===== src/rtl/cache_cycle_classifier.sv =====
module cache_cycle_classifier #(
  parameter int CPU_LINE   = 4,
  parameter int SHORT_LINE = 4,
  parameter int LONG_LINE  = 8,
  localparam int CW = $clog2(CPU_LINE + 1),
  localparam int MW = $clog2(LONG_LINE + 1)
) (
  input  logic          clk,
  input  logic          rst_n,
  input  logic          cyc_start,
  input  logic          is_mem,
  input  logic          is_write,
  input  logic          is_code,
  input  logic          l2_cache,
  input  logic          snoop_wb,
  input  logic          mem_ken,
  input  logic          read_only,
  input  logic          locked,
  input  logic          pcd,
  input  logic          cpu_cache,
  input  logic          rdy_src,
  input  logic          line8,
  input  logic          mem_rdy,
  input  logic          mem_eoc,
  input  logic          cpu_ack,
  output logic [3:0]    cyc_type,
  output logic [MW-1:0] mem_left,
  output logic [CW-1:0] cpu_left,
  output logic          busy,
  output logic          done,
  output logic          proto_err
);
  localparam logic [3:0] T_IDLE = 4'd0, T_LFILL = 4'd1, T_L2FILL = 4'd2,
                         T_NCRD = 4'd3, T_ALLOC = 4'd4, T_WRITE = 4'd5,
                         T_REPL = 4'd6, T_SNPWB = 4'd7, T_IO = 4'd8;

  logic [MW-1:0] line_len, ld_mem, mem_nx;
  logic [CW-1:0] ld_cpu, cpu_nx;
  logic [3:0]    ld_type;
  logic          cacheable, load;

  assign line_len  = line8 ? MW'(LONG_LINE) : MW'(SHORT_LINE);
  assign cacheable = l2_cache && mem_ken && !locked && !pcd;
  assign busy      = (mem_left != '0) || (cpu_left != '0);
  assign load      = cyc_start && !busy;

  always_comb begin
    ld_type = T_NCRD;
    ld_mem  = MW'(1);
    ld_cpu  = CW'(1);
    if (snoop_wb) begin
      ld_type = T_SNPWB; ld_mem = line_len; ld_cpu = '0;
    end else if (!is_mem) begin
      ld_type = T_IO;
    end else if (is_write) begin
      if (l2_cache) begin
        ld_type = T_REPL; ld_mem = line_len; ld_cpu = '0;
      end else
        ld_type = T_WRITE;
    end else if (cacheable) begin
      ld_mem = line_len;
      if (!rdy_src) begin
        ld_type = T_ALLOC; ld_cpu = '0;
      end else if (cpu_cache && !(read_only && !is_code)) begin
        ld_type = T_LFILL; ld_cpu = CW'(CPU_LINE);
      end else
        ld_type = T_L2FILL;
    end
    if (!rdy_src) ld_cpu = '0;
  end

  always_comb begin
    mem_nx = mem_left;
    cpu_nx = cpu_left;
    if (mem_eoc)                       mem_nx = '0;
    else if (mem_rdy && mem_left != 0) mem_nx = mem_left - 1'b1;
    if (cpu_ack && cpu_left != 0)      cpu_nx = cpu_left - 1'b1;
  end

  always_ff @(posedge clk) begin
    if (!rst_n) begin
      cyc_type  <= T_IDLE;
      mem_left  <= '0;
      cpu_left  <= '0;
      done      <= 1'b0;
      proto_err <= 1'b0;
    end else begin
      proto_err <= cyc_start && busy;
      done      <= 1'b0;
      if (load) begin
        cyc_type <= ld_type;
        mem_left <= ld_mem;
        cpu_left <= ld_cpu;
      end else if (busy) begin
        mem_left <= mem_nx;
        cpu_left <= cpu_nx;
        if (mem_nx == '0 && cpu_nx == '0) begin
          done     <= 1'b1;
          cyc_type <= T_IDLE;
        end
      end
    end
  end

  assert_mem_bound_R3: assert property (@(posedge clk) disable iff (!rst_n)
    mem_left <= MW'(LONG_LINE));
  assert_cpu_bound_R2: assert property (@(posedge clk) disable iff (!rst_n)
    cpu_left <= CW'(CPU_LINE));
  assert_eoc_clears_R8: assert property (@(posedge clk) disable iff (!rst_n)
    busy && mem_eoc |=> mem_left == '0);
  assert_mem_extra_R8: assert property (@(posedge clk) disable iff (!rst_n)
    busy && mem_left == '0 |=> mem_left == '0);
  assert_cpu_extra_R9: assert property (@(posedge clk) disable iff (!rst_n)
    busy && cpu_left == '0 |=> cpu_left == '0);
  assert_type_held_R10: assert property (@(posedge clk) disable iff (!rst_n)
    busy |=> (!busy || $stable(cyc_type)));
  assert_proto_flag_R11: assert property (@(posedge clk) disable iff (!rst_n)
    cyc_start && busy |=> proto_err && !done);
  assert_no_rdysrc_R7: assert property (@(posedge clk) disable iff (!rst_n)
    cyc_start && !busy && !rdy_src |=> cpu_left == '0);
endmodule


===== config.mk =====
export PLATFORM = sky130hd
export DESIGN_NAME = cache_cycle_classifier
export DESIGN_NICKNAME = d
export VERILOG_FILES = /design/src/rtl/cache_cycle_classifier.sv
export SDC_FILE = /design/constraint.sdc
export NUM_CORES = 1
export LEC_CHECK = 0
export CORE_MARGIN = 2
export CORE_UTILIZATION = 45
export DETAILED_ROUTE_END_ITERATION = 12
export DONT_BUFFER_PORTS = 1
export MAX_ROUTING_LAYER = met4
export PLACE_DENSITY = 0.69
export SLEW_MARGIN = 20
export SYNTH_ARGS = -nofsm -noshare
export SYNTH_HDL_FRONTEND = slang
export SYNTH_SLANG_ARGS = --single-unit

===== constraint.sdc =====
create_clock -name clk -period 3.5 [get_ports clk]
set_input_delay 0.35 -clock clk [delete_from_list [all_inputs] [get_ports clk]]
set_output_delay 0.35 -clock clk [all_outputs]
set_load 0.05 [all_outputs]

==> run_results.csv <==
group,metric,value,unit
worst_setup_path,timing.critical_path.max_delay_family,"simple AND/OR/NAND/NOR gates",
clocking,cts-resized-gates,0,
sta,report.final.slew_viol_count,0,
placed_design,portBuffers,0,
power,switching_power,472,uW
hold_path,holdCritPathClass,"in -> reg",
clocking,numClockSinks,13,
worst_setup_path,regToRegSetupSlack,0.90,ns
drt,antenna_left,0,
floorplanning,core,1730,um^2
flow_run,timing.max_cap.violations,0,
floorplanning,dieWidth,47.1,um
logic_synthesis,synth_warnings,0,
worst_setup_path,worst-endpoint-arrival,2.74,ns
finish,post_route_cells_drive_above_1_share,7.34,%
sta,tightestPinTransition,0.664,ns
logic_synthesis,ys_ff_latch,13,
sta,timing.setup.tns,0,ns
drt,num_vias,808,
global_routing,globalRoute.busiestLayer,"met2",
clocking,tritoncts_clock_tree,"built",
floorplanning,dieArea,2220,um^2
drt,avgViaCountPerCell,6.03,
global_routing,globalRouteMet1Util,22.6,%
global_routing,met2_track_usage_gr,31.0,%
global_routing,track_usage,19.4,%
sta,report.final.setup_viol,0,
drt,first_iter_violations,24,
global_routing,antenna_found_initial,0,
floorplanning,fp.dieH,47.1,um
power,power.leakage,0.000325,uW
clocking,cts.repair_timing.setup_buffer_count,0,
worst_setup_path,setup.worst_path.end_class,"flip-flop",
hold_path,holdPathStages,1,
power,power.ir.vdd_worst,0.000341,V
sta,hold_viol,0,
drt,routed_wl,1810,um
finish,antennaDiodeCount,0,
logic_synthesis,synth_fp_nets,129,
worst_setup_path,crit_start,"mem_left[0]",
sta,fin_crit,2.60,ns
floorplanning,total_i_o_pin_count,32,
placed_design,dpl.hpwl,1450,um
clocking,cts.hold.buffers_added,0,
worst_setup_path,reg2regPathDepth,7,
clocking,worst_setup_hold_path_clk_slew,0.08,ns
global_routing,grt_use_met3,5.38,%
hold_path,worst_hold_path.endpoint,"cyc_type[3]",
clocking,cts_max_level,1,
worst_setup_path,critical_path_cell_list,"inv_1 -> ha_1 -> or3b_4 -> a211oi_1 -> a311o_1 -> nor4_2 -> o22ai_1",
drt,routed_wire_length_per_instance,13.5,um
sta,clock_skew,0.00284,ns
clocking,cts_root_buffer,"sky130_fd_sc_hd__clkbuf_4",
worst_setup_path,timing.critical_path.slowest_stage_cell,"sky130_fd_sc_hd__dfxtp_1",
logic_synthesis,yosysUniqueCellTypes,35,
power,internal-power,386,uW
global_routing,first_global_vias,719,
sta,final.period_utilization,74.2,%
worst_setup_path,critPathBufInv,1,
power,powerDensity,966,nW/um^2
worst_setup_path,critPathLaunchType,"flip-flop",
worst_setup_path,rr_endpoint,"cyc_type[1]",
worst_setup_path,critical_path.max_stage_delay,0.68,ns
hold_path,hp-start,"snoop_wb",
global_routing,grt_remaining_overflow,0,
placed_design,globalplace.congestion,0.819,
global_routing,pin_count_of_the_biggest_net_entering_global_routing,15,
logic_synthesis,sequential_to_total_area_share_from_yosys_stat,31.2,%
outcome,outcome,"completed",
worst_setup_path,critical_path_class,"reg -> reg",
finish,final_net_count,131,
finish,layout-area-overhead-vs-synth,6.45,%
placed_design,postPlaceCellArea,862,um^2
logic_synthesis,mappedNetlistArea,835,um^2
clocking,clk_path_buf_depth,2,
logic_synthesis,syn_inst,108,
worst_setup_path,worst-path-max-fanout,5,
sta,unrepaired_setup_endpoints_after_global_routing,"false",
floorplanning,floorplan.rows,15,
power,share_clk_of_total_power,10.8,%
global_routing,grt_pass1_wl,3000,um
drt,drc,0,
worst_setup_path,critical_path_required,3.64,ns
sta,timing.max_slew.rel_slack,55.7,%
finish,layout.cell_area.non_filler,888,um^2
power,p_sw_share,55.0,%
worst_setup_path,rr_startpoint,"mem_left[0]",
logic_synthesis,syn_area_per_cell,7.73,um^2
clocking,tritoncts.num_buffers,3,
floorplanning,initial_core_util,48.3,%
power,share_seq_of_total_power,38.8,%
drt,detailed_router_iteration_count_before_antenna_repair,4,
sta,max_clock_freq,385,MHz
worst_setup_path,cp.depth,7,
power,comb_power_share,50.4,%
clocking,clock_insertion_delay_worst_skew,0.27,ns
[cell usage in the layout (no fill, tap or decap), drive strengths merged, types with 3 or more instances in the layout]
master  instances
o21ai           5
ha              3
a21oi           9
a31oi           4
nand2b          3
inv             8
nand2           6
nor2            8
o22ai           4
and2            3
nand3          11
nor3b           3
clkbuf          4
dfxtp          13
[Yosys cell counts]
master                      instances  share of area (%)
sky130_fd_sc_hd__a311o_1            1                1.2
sky130_fd_sc_hd__clkbuf_1           5                2.2
sky130_fd_sc_hd__and4_1             1                1.0
sky130_fd_sc_hd__or4b_1             1                1.2
sky130_fd_sc_hd__a21oi_1            9                5.4
sky130_fd_sc_hd__nand4_1            1               0.75
sky130_fd_sc_hd__o22ai_1            3                2.2
sky130_fd_sc_hd__o21a_1             2                1.8
sky130_fd_sc_hd__nor3b_1            3                2.7
sky130_fd_sc_hd__o22ai_2            1                1.5
sky130_fd_sc_hd__nor2b_1            1               0.75
sky130_fd_sc_hd__and4b_1            1                1.2
sky130_fd_sc_hd__and4bb_1           1                1.5
sky130_fd_sc_hd__nand2b_1           3                2.2
sky130_fd_sc_hd__o21bai_1           1               0.90
sky130_fd_sc_hd__nor2_1             8                3.6
sky130_fd_sc_hd__nand2_1            6                2.7
sky130_fd_sc_hd__a31oi_1            4                3.0
sky130_fd_sc_hd__dfxtp_1           13                 31
sky130_fd_sc_hd__a211oi_1           1               0.90
sky130_fd_sc_hd__o21ai_0            4                2.4
sky130_fd_sc_hd__o32ai_1            2                2.1
sky130_fd_sc_hd__and2_1             3                2.2
sky130_fd_sc_hd__a211o_1            1                1.0
sky130_fd_sc_hd__a21boi_0           1               0.90
sky130_fd_sc_hd__nor3_1             2                1.2
sky130_fd_sc_hd__inv_1              8                3.6
sky130_fd_sc_hd__nand3_1           11                6.6
sky130_fd_sc_hd__nor4_2             1                1.5
sky130_fd_sc_hd__a311oi_1           1                1.0
sky130_fd_sc_hd__nand4bb_1          1                1.3
sky130_fd_sc_hd__ha_1               3                4.5
sky130_fd_sc_hd__or3b_4             1                1.3
sky130_fd_sc_hd__and3_1             2                1.5
sky130_fd_sc_hd__o21ai_1            1               0.60
[layer usage]
metal  routed length, um  vias up
met2                 857       31
met4                  34        0
met1                 783      369
met5                   0        -
li1                    -      404
met3                 136        4
[how the worst max path moves through the flow]
stage / endpoint / slack, ns
2_1_floorplan: cyc_type[1] / 1.05
3_3_place_gp: cyc_type[1] / 0.99
3_5_place_dp: cyc_type[1] / 0.94
4_1_cts: cyc_type[1] / 0.92
5_1_grt: cyc_type[0] / 0.73
6_report: cyc_type[1] / 0.90
[through the flow]
step | setup slack, ns | util, % | std cells | hold slack (ns) | power (uW)
after floorplan | 1.05 | - | 108 | 0.466 | 695
after global placement | 0.989 | 49.9 | 130 | 0.470 | 756
after detailed placement | 0.938 | 49.9 | 130 | 0.475 | 764
after CTS | 0.921 | 51.4 | 134 | 0.190 | 858
after global routing | 0.734 | 51.4 | 134 | 0.174 | 920
final | 0.903 | 51.4 | 134 | 0.188 | 858
[flip-flops by register name, indices dropped and copies added, names as in the netlist]
name / count
cyc_type: 4
proto_err: 1
done: 1
cpu_left: 3
mem_left: 4
[cells by family (layout without fill, tap and decap cells)]
| group | after synthesis | count (layout) | share of synthesized area (%) |
|---|---|---|---|
| buffers and inverters | 13 | 14 | 5.85 |
| AO/OA/AOI/OAI | 32 | 32 | 25.0 |
| flip-flops | 13 | 13 | 31.2 |
| adder cells (fa/ha/maj) | 3 | 3 | 4.50 |
| AND/OR/NAND/NOR | 47 | 47 | 33.4 |
[power by group through the flow]
stage	Combinational (uW)	Clock, uW	Sequential [uW]
2_1_floorplan	336	0	359
3_3_place_gp	420	0	336
3_5_place_dp	427	0	337
4_1_cts	431	94.5	333
5_1_grt	480	101	339
6_report	432	93.0	333
[cell type report]
type / instances / area [um^2]
multi-input combinational: 82 / 526
sequential: 13 / 260
timing repair buffer: 2 / 15.0
clock buffer: 4 / 26.3
tap: 25 / 31.3
inverter: 8 / 30.0
fill: 158 / 838
No activity file was read; power rests on OpenSTA's default activity.
